`config.mk`:
```
export PLATFORM = sky130hd
export DESIGN_NAME = hazard_unit
export DESIGN_NICKNAME = d
export VERILOG_FILES = /design/src/rtl/hz_pkg.sv /design/src/rtl/hz_match.sv /design/src/rtl/hz_classify.sv /design/src/rtl/hz_history.sv /design/src/rtl/hz_fwd_mux.sv /design/src/rtl/hazard_unit.sv
export SDC_FILE = /design/constraint.sdc
export NUM_CORES = 1
export LEC_CHECK = 0
export ABC_AREA = 0
export CAP_MARGIN = 20
export CORE_UTILIZATION = 42
export CTS_CLUSTER_SIZE = 8
export DETAILED_ROUTE_END_ITERATION = 7
export PLACE_DENSITY = 0.79
export SLEW_MARGIN = 20
export SYNTH_ARGS = -nofsm -noshare
export SYNTH_HDL_FRONTEND = slang
export SYNTH_HIERARCHICAL = 1
export SYNTH_SLANG_ARGS = --single-unit
```
`constraint.sdc`:
```
create_clock -name clk -period 1.8 [get_ports clk]
set_input_delay 0.36 -clock clk [delete_from_list [all_inputs] [get_ports clk]]
set_output_delay 0.36 -clock clk [all_outputs]
set_load 0.03 [all_outputs]
```
`src/rtl/hz_pkg.sv`:
```
package hz_pkg;

    localparam int REG_W  = 3;
    localparam int HIST_D = 3;
    localparam int IDX_W  = (HIST_D > 1) ? $clog2(HIST_D) : 1;
    localparam int DEST_W = REG_W + 1;
    localparam logic [DEST_W-1:0] DEST_NONE = DEST_W'(1 << REG_W);

    typedef enum logic [2:0] {
        OP_ADD  = 3'd0,
        OP_NAND = 3'd1,
        OP_LW   = 3'd2,
        OP_SW   = 3'd3,
        OP_BEQ  = 3'd4,
        OP_MULT = 3'd5,
        OP_HALT = 3'd6,
        OP_NOOP = 3'd7
    } op_e;

    typedef enum logic [2:0] {
        HC_NONE = 3'd0,
        HC_A    = 3'd1,
        HC_B    = 3'd2,
        HC_AB   = 3'd3,
        HC_LOAD = 3'd4
    } hcls_e;

    typedef struct packed {
        logic             hit;
        logic [IDX_W-1:0] idx;
    } slot_pos_t;

    typedef struct packed {
        op_e               op;
        hcls_e             cls;
        slot_pos_t         pa;
        slot_pos_t         pb;
        logic [DEST_W-1:0] dest;
    } dec_ctl_t;

    localparam dec_ctl_t CTL_BUBBLE = '{op: OP_NOOP, cls: HC_NONE,
                                        pa: '0, pb: '0, dest: DEST_NONE};

    function automatic logic [DEST_W-1:0] dest_for(op_e op, logic [REG_W-1:0] f1,
                                                   logic [REG_W-1:0] f2);
        case (op)
            OP_ADD, OP_NAND, OP_MULT: return {1'b0, f2};
            OP_LW:                    return {1'b0, f1};
            default:                  return DEST_NONE;
        endcase
    endfunction

    function automatic logic reads_a(op_e op);
        return !(op == OP_HALT || op == OP_NOOP);
    endfunction

    function automatic logic reads_b(op_e op);
        return !(op == OP_HALT || op == OP_NOOP || op == OP_LW);
    endfunction

endpackage

```
`src/rtl/hz_match.sv`:
```
module hz_match
    import hz_pkg::*;
#(
    parameter int DEPTH = HIST_D
) (
    input  logic [REG_W-1:0]              src,
    input  logic [DEPTH-1:0][DEST_W-1:0]  hist,
    output slot_pos_t                     pos
);
    // Scan oldest to youngest so the lowest matching slot wins.
    always_comb begin
        pos = '0;
        for (int i = DEPTH - 1; i >= 0; i--) begin
            if (hist[i] == {1'b0, src}) begin
                pos.hit = 1'b1;
                pos.idx = IDX_W'(i);
            end
        end
    end
endmodule

```
`src/rtl/hz_classify.sv`:
```
module hz_classify
    import hz_pkg::*;
#(
    parameter int DEPTH = HIST_D
) (
    input  op_e                           op,
    input  logic [REG_W-1:0]              ra,
    input  logic [REG_W-1:0]              rb,
    input  logic [REG_W-1:0]              rc,
    input  logic [DEPTH-1:0][DEST_W-1:0]  hist,
    input  op_e                           ex_op,
    output dec_ctl_t                      ctl
);
    slot_pos_t ma, mb;

    hz_match #(.DEPTH(DEPTH)) u_match_a (.src(ra), .hist(hist), .pos(ma));
    hz_match #(.DEPTH(DEPTH)) u_match_b (.src(rb), .hist(hist), .pos(mb));

    always_comb begin
        ctl      = CTL_BUBBLE;
        ctl.op   = op;
        ctl.dest = dest_for(op, rb, rc);
        ctl.pa   = reads_a(op) ? ma : '0;
        ctl.pb   = reads_b(op) ? mb : '0;
        case ({ctl.pa.hit, ctl.pb.hit})
            2'b11:   ctl.cls = HC_AB;
            2'b10:   ctl.cls = HC_A;
            2'b01:   ctl.cls = HC_B;
            default: ctl.cls = HC_NONE;
        endcase
        if (ex_op == OP_LW &&
            ((ctl.pa.hit && ctl.pa.idx == '0) || (ctl.pb.hit && ctl.pb.idx == '0)))
            ctl.cls = HC_LOAD;
    end
endmodule

```
`src/rtl/hz_history.sv`:
```
module hz_history
    import hz_pkg::*;
#(
    parameter int DEPTH = HIST_D
) (
    input  logic                           clk,
    input  logic                           rst,
    input  logic [DEST_W-1:0]              push,
    output logic [DEPTH-2:0][DEST_W-1:0]   older
);
    for (genvar g = 0; g < DEPTH - 1; g++) begin : g_slot
        always_ff @(posedge clk) begin
            if (rst)
                older[g] <= DEST_NONE;
            else if (g == 0)
                older[g] <= push;
            else
                older[g] <= older[(g == 0) ? 0 : g - 1];
        end
    end
endmodule

```
`src/rtl/hz_fwd_mux.sv`:
```
module hz_fwd_mux
    import hz_pkg::*;
#(
    parameter int DATA_W = 32,
    parameter int DEPTH  = HIST_D
) (
    input  logic                          use_fwd,
    input  slot_pos_t                     pos,
    input  logic [DATA_W-1:0]             reg_val,
    input  logic [DEPTH-1:0][DATA_W-1:0]  slots,
    output logic [DATA_W-1:0]             out
);
    always_comb begin
        out = reg_val;
        for (int i = 0; i < DEPTH; i++)
            if (use_fwd && pos.hit && pos.idx == IDX_W'(i))
                out = slots[i];
    end
endmodule

```
`src/rtl/hazard_unit.sv`:
```
module hazard_unit
    import hz_pkg::*;
#(
    parameter int DATA_W = 32
) (
    input  logic                     clk,
    input  logic                     rst,
    input  logic                     flush,
    input  logic [2:0]               dec_op,
    input  logic [REG_W-1:0]         dec_ra,
    input  logic [REG_W-1:0]         dec_rb,
    input  logic [REG_W-1:0]         dec_rc,
    input  logic [DATA_W-1:0]        dec_val_a,
    input  logic [DATA_W-1:0]        dec_val_b,
    input  logic [HIST_D*DATA_W-1:0] slot_val,
    output logic                     stall,
    output logic [2:0]               ex_op,
    output logic [2:0]               ex_class,
    output logic                     ex_hit_a,
    output logic [IDX_W-1:0]         ex_idx_a,
    output logic                     ex_hit_b,
    output logic [IDX_W-1:0]         ex_idx_b,
    output logic [DEST_W-1:0]        ex_dest,
    output logic [DATA_W-1:0]        opnd_a,
    output logic [DATA_W-1:0]        opnd_b
);
    dec_ctl_t                          ex_q, dec_ctl;
    logic [DATA_W-1:0]                 va_q, vb_q;
    logic [HIST_D-1:0][DEST_W-1:0]     hist;
    logic [HIST_D-2:0][DEST_W-1:0]     older;
    logic [HIST_D-1:0][DATA_W-1:0]     slots;
    logic [DEST_W-1:0]                 push_dest;

    assign hist[0] = ex_q.dest;
    for (genvar g = 1; g < HIST_D; g++) begin : g_hist
        assign hist[g] = older[g-1];
    end
    assign slots = slot_val;

    hz_classify #(.DEPTH(HIST_D)) u_classify (
        .op(op_e'(dec_op)), .ra(dec_ra), .rb(dec_rb), .rc(dec_rc),
        .hist(hist), .ex_op(ex_q.op), .ctl(dec_ctl)
    );

    assign stall     = (ex_q.cls == HC_LOAD);
    assign push_dest = (stall || flush) ? DEST_NONE : ex_q.dest;

    hz_history #(.DEPTH(HIST_D)) u_history (
        .clk(clk), .rst(rst), .push(push_dest), .older(older)
    );

    always_ff @(posedge clk) begin
        if (rst || flush) begin
            ex_q <= CTL_BUBBLE;
            va_q <= '0;
            vb_q <= '0;
        end else if (stall) begin
            ex_q.cls <= HC_NONE;
        end else begin
            ex_q <= dec_ctl;
            va_q <= dec_val_a;
            vb_q <= dec_val_b;
        end
    end

    hz_fwd_mux #(.DATA_W(DATA_W), .DEPTH(HIST_D)) u_fwd_a (
        .use_fwd(ex_q.cls == HC_A || ex_q.cls == HC_AB), .pos(ex_q.pa),
        .reg_val(va_q), .slots(slots), .out(opnd_a)
    );
    hz_fwd_mux #(.DATA_W(DATA_W), .DEPTH(HIST_D)) u_fwd_b (
        .use_fwd(ex_q.cls == HC_B || ex_q.cls == HC_AB), .pos(ex_q.pb),
        .reg_val(vb_q), .slots(slots), .out(opnd_b)
    );

    assign ex_op    = ex_q.op;
    assign ex_class = ex_q.cls;
    assign ex_hit_a = ex_q.pa.hit;
    assign ex_idx_a = ex_q.pa.idx;
    assign ex_hit_b = ex_q.pb.hit;
    assign ex_idx_b = ex_q.pb.idx;
    assign ex_dest  = ex_q.dest;
endmodule

```
After elaboration in Yosys (flattened, before gate mapping)
Index checks and enable logic that the tools add are counted.
{"block": "totals", "regBits": 88, "input_bits": 175, "out_inout_bits": 81, "wordCells": 79}
{"block": "classes", "n_eq_ne": 23, "n_mux": 17, "reduce_logical": 27}
{"operator": "32-bit 2-to-1 mux", "n": 6}
{"operator": "3-bit 2-to-1 mux", "n": 9}
{"operator": "4-bit by 3-bit == test with 1-bit output", "n": 6}
{"operator": "3-bit by 2-bit == test with 1-bit output, second input constant", "n": 4}
{"operator": "3-bit == test, second input constant", "n": 4}
{"operator": "1-bit logical AND", "n": 11}
{"operator": "2-bit == test, second input constant", "n": 4}
{"operator": "2-bit zero test", "n": 4}
{"operator": "4-bit case mux with 2 select lines", "n": 1}
{"operator": "1-bit logical OR", "n": 7}
{"operator": "2-bit by 1-bit == test with 1-bit output, second input constant", "n": 3}
{"operator": "3-bit by 1-bit == test with 1-bit output, second input constant", "n": 2}
{"operator": "2-bit case mux with 3 select lines", "n": 1}
{"operator": "3-bit OR reduction", "n": 2}
{"operator": "2-bit OR reduction", "n": 2}
{"operator": "3-bit zero test", "n": 1}

Depth between registers and ports, before layout
{"block": "depth", "word_depth": 10, "depth_mapped": 7, "depth_no_buf": 7}

By module
Netlist, hierarchy kept.
{"mod": "hazard_unit", "instances": 1, "cells_per_inst": 365, "area_per_inst_um2": 3918.8, "seq_area_each_um2": 1601.5}
{"mod": "hz_fwd_mux", "instances": 2, "cells_per_inst": 188, "area_per_inst_um2": 1432.6, "seq_area_each_um2": 0.0}
{"mod": "hz_match", "instances": 2, "cells_per_inst": 16, "area_per_inst_um2": 136.4, "seq_area_each_um2": 0.0}
{"mod": "hz_history", "instances": 1, "cells_per_inst": 16, "area_per_inst_um2": 210.2, "seq_area_each_um2": 160.2}
{"mod": "hz_classify", "instances": 1, "cells_per_inst": 29, "area_per_inst_um2": 201.4, "seq_area_each_um2": 0.0}

Worst setup path before layout
OpenSTA, ideal clock, no wires.
{"block": "synth_timing", "path_kind": "reg2out", "from": "reg ex_q, in the netlist ex_class[1]", "to": "out opnd_b[0]", "arrival_ns": 1.960, "required_time_ns": 1.440, "setup_slack_ns": -0.520, "stages_incl_launch_ff": 7, "n_path_buf": 2, "path_cell_list": "dfxtp_1 -> nor2b_1 -> and2_1 -> clkbuf_1 -> buf_2 -> nor2_1 -> a221oi_1"}
{"block": "synth_between", "elab_chain_cells": 7, "elab_cells_between_ends": 10, "cone_classes": "eq/ne: 2; mux: 3; reduce/logical: 5"}
{"item": "start, declared", "line_no": "hazard_unit.sv:27", "source": "dec_ctl_t ex_q, dec_ctl;"}
{"item": "start signal, assigned", "line_no": "hazard_unit.sv:60", "source": "ex_q <= dec_ctl;"}
{"item": "3-bit by 2-bit == test with 1-bit output", "line_no": "hazard_unit.sv:71", "source": ".use_fwd(ex_q.cls == HC_B || ex_q.cls == HC_AB), .pos(ex_q.pb),"}
{"item": "1-bit logical OR *", "line_no": "hazard_unit.sv:71"}
{"item": "1-bit logical AND *", "line_no": "hz_fwd_mux.sv:16", "source": "if (use_fwd && pos.hit && pos.idx == IDX_W'(i))"}
{"item": "1-bit logical AND", "line_no": "hz_fwd_mux.sv:16"}
{"item": "32-bit 2-to-1 mux (2 in a row)", "line_no": "hz_fwd_mux.sv:16"}
{"item": "32-bit 2-to-1 mux *", "line_no": "hz_fwd_mux.sv:16"}
{"item": "end, declared", "line_no": "hazard_unit.sv:25", "source": "output logic [DATA_W-1:0] opnd_b"}
Every way passes the cells marked *; elsewhere a longest branch is shown, timed or not.

Worst setup path in the final report
{"block": "layout_timing", "from": "reg ex_q, in the netlist ex_class[0]", "to": "out opnd_a[28]"}
{"block": "layout_between", "elab_chain_cells": 7, "elab_cells_between_ends": 10, "cone_classes": "eq/ne: 2; mux: 3; reduce/logical: 5"}
{"item": "3-bit by 1-bit == test with 1-bit output or 3-bit by 2-bit == test with 1-bit output (tied branches)", "line_no": "hazard_unit.sv:67", "source": ".use_fwd(ex_q.cls == HC_A || ex_q.cls == HC_AB), .pos(ex_q.pa),"}
{"item": "1-bit logical OR *", "line_no": "hazard_unit.sv:67"}
{"item": "1-bit logical AND *", "line_no": "hz_fwd_mux.sv:16"}
{"item": "1-bit logical AND", "line_no": "hz_fwd_mux.sv:16"}
{"item": "32-bit 2-to-1 mux (2 in a row)", "line_no": "hz_fwd_mux.sv:16"}
{"item": "32-bit 2-to-1 mux *", "line_no": "hz_fwd_mux.sv:16"}
{"item": "end, declared", "line_no": "hazard_unit.sv:24", "source": "output logic [DATA_W-1:0] opnd_a,"}
Marked as above.

==> out/results.tsv <==
metric	value	unit
status	finished, violations left	
violations	setup timing	
htreeDepth	3	
seq_area_frac_synth	0.236	
power.leakage	4.73	nW
clk_path_buf_depth	2	
cts.sinks	88	
drv_slew	0	
cp_data_arrival_time	1.81	ns
p_total	5.26	mW
syn-instance-count	818	
fin_crit_sh	1.21	
timing.hold.ws	0.505	ns
core	17400	µm²
synth_area_per_cell	9.13	µm²
yosys.cell_count.top_type	nor3b_1	
maxCapViolCount	0	
yosysTopAreaCell	dfxtp_1	
postSynth.asyncResetShare	0	
path_class	reg -> out	
dp_cells	1301	
min_period	2.17	ns
start_util	0.430	
clkPwrFrac	0.352	
ios	256	
fp.dieW	135	µm
hold_viol	0	
grt_pass1_wl	42.3	mm
post_drt_wl_per_cell	21.1	µm
drt_iter0_drc	425	
worstPathMaxFanout	5	
drive_gt1_frac	0.374	
ys.flop_type	dfxtp_1	
antenna_cells	0	
fill_cells	1202	
worstPathRequired	1.44	ns
grt_pass1_vias	7805	
dieArea	18300	µm²
rsz0062_at_grt	yes	
hold_path_class	reg -> reg	
finalCoreUtilization	0.754	
place.gp.congestion	0.834	
synth_common_cells	149 x nor3b_1, 88 x dfxtp_1, 70 x mux2i_1, 70 x nor2_1, 62 x o31ai_1	
nets	1281	
power.density	402	nW/µm²
num_rows	48	
drc	0	
clk_pin_slew_worst_paths	0.07	ns
vias	7724	
cts_tree	done	
worstMarginPinSlew	0.484	ns
routed_wl	28.1	mm
p_comb_frac	0.259	
vias_per_cell	5.78	
track_usage	0.300	
portBuffers	255	
syn_to_final_growth	75.3	%
p_int	3.72	mW
globalRouteOverflowTotal	0	
post-dp-hpwl	18.7	mm
stdcell_count	1336	
setup_violations	71	
synth.distinct_cells	41	
dr.pass1.iters	5	
worst_setup_path_end_kind	primary output	
clock.fmax	0.461	GHz
synth_nets	993	
syn_area	7470	µm²
numCtsBuffers	9	
grt_max_degree	44	
peakVddDrop	0.000414	V
ant_nets	0	
ys_top_cells_by_area	dfxtp_1 24%, nor3b_1 15%, mux2i_1 9.4%	
tns	-21.14	ns
fin_ws	-0.369	ns
seqPwrFrac	0.389	
postCtsHoldBufs	0	
synth_edf_count	0	
cts_root_buf	clkbuf_16	
synth.top_cell.area_share	0.236	
p_sw_frac	0.294	
skew	0.00954	ns
yosys_warnings	6	
start_kind	flip-flop	
antenna_found_initial	1	
p_sw	1.55	mW
slew_headroom	0.677	
die_y	135	µm
yosys_register_bits	88	
worstSkewPairLatency	0.35	ns
-- cells in the final DEF, fill, tap and decap left out, drive strengths merged --
cell type      netlist  final
buf                 72    185
o211a                1      1
mux2                74     74
and2                 5      5
clkdlybuf4s50        0    168
o22a                 2      2
or2                  2      2
o21ai                1      1
xor2                18     18
or2b                12     12
mux2i               70     70
inv                  2      5
clkinv               0      3
bufbuf               0      2
o211ai               1      1
a22o                 4      4
dlymetal6s2s         0      1
dfxtp               88     88
nand3                2      2
nor4                 2      2
or4                  6      6
nor2b               10     10
nand2b              50     50
o31ai               62     62
a221oi              62     62
nor3                 9      9
dlygate4sd2          0     15
or3                  1      1
nor3b              152    152
a21oi                5      5
nand2                3      3
or3b                 1      1
nor2                70     70
clkbuf              25     12
clkinvlp             0      1
a21boi               3      3
nor4b                3      3
-- per-layer routing --
layer / GRT usage / part of all wire
met1: 0.368 / 0.41
met2: 0.513 / 0.49
met3: 0.0527 / 0.065
met4: 0.132 / 0.029
met5: 0 / 0.00046
-- kinds of logic after synthesis --
group,after synthesis,synth area share
mux,144,0.205
simple gates,328,0.283
xor+xnor,18,0.0211
compound gates,141,0.172
flops,88,0.236
buf+inv,99,0.0826
-- cell type report --
cell class / instances / area, µm² / share of cell area
Timing Repair Buffer: 374 / 4130 / 0.316
Clock buffer: 9 / 225 / 0.0172
Tap cell: 225 / 282 / 0.0215
Inverter: 2 / 7.51 / 0.000574
Multi-Input combinational cell: 631 / 6580 / 0.503
Clock inverter: 7 / 62.6 / 0.00478
Sequential cell: 88 / 1800 / 0.137
-- through the flow --
stage	setup slack (ns)	instance area (µm²)
floorplan	-0.0564	8430
global placement	-0.642	11600
detailed placement	-0.707	11600
CTS	-0.378	12800
global route	-0.433	13100
finish	-0.369	13100
-- state kept, by name, summed over array words and instances (netlist names) --
| register | flops |
|---|---|
| ex_hit_b | 1 |
| ex_op | 3 |
| va_q | 32 |
| vb_q | 32 |
| ex_idx_a | 2 |
| u_history/older | 8 |
| ex_hit_a | 1 |
| ex_idx_b | 2 |
| ex_dest | 4 |
| ex_class | 3 |
-- path summary, 6_finish.rpt --
kind / startpoint / end / slack [ns] / cells past startpoint
setup reg to reg: u_history/older[1] / ex_class[1] / -0.14 / 7
hold / removal: u_history/older[1] / u_history/older[5] / 0.51 / 1
hold reg to reg: u_history/older[1] / u_history/older[5] / 0.51 / 1
setup / recovery: ex_class[0] / opnd_a[28] / -0.37 / 8
-- power groups by stage --
stage / clock [mW] / combinational [mW] / sequential (mW)
final: 1.85 / 1.36 / 2.05
after global routing: 1.97 / 1.44 / 2.06
after CTS: 1.91 / 1.35 / 2.05
after detailed placement: 0 / 1.29 / 2.09
after global placement: 0 / 1.26 / 2.09
after floorplan: 0 / 0.618 / 2.10
-- critical path, stage by stage, from the launching register on --
cell and delay (ns):
dfxtp_4 0.34, nor2b_4 0.13, nand2_4 0.06, buf_6 0.15, buf_12 0.14, o31ai_1 0.07, buf_4 0.14, a221oi_4 0.25
buf_6 0.17
-- timing repair --
item	4_1_cts	5_1_grt
gates cloned	7	3
endpoints found under the setup margin	83	75
resized for setup	175	44
pin swaps	11	15
buffers inserted	8	3
Power figures use the tool's default switching activity.
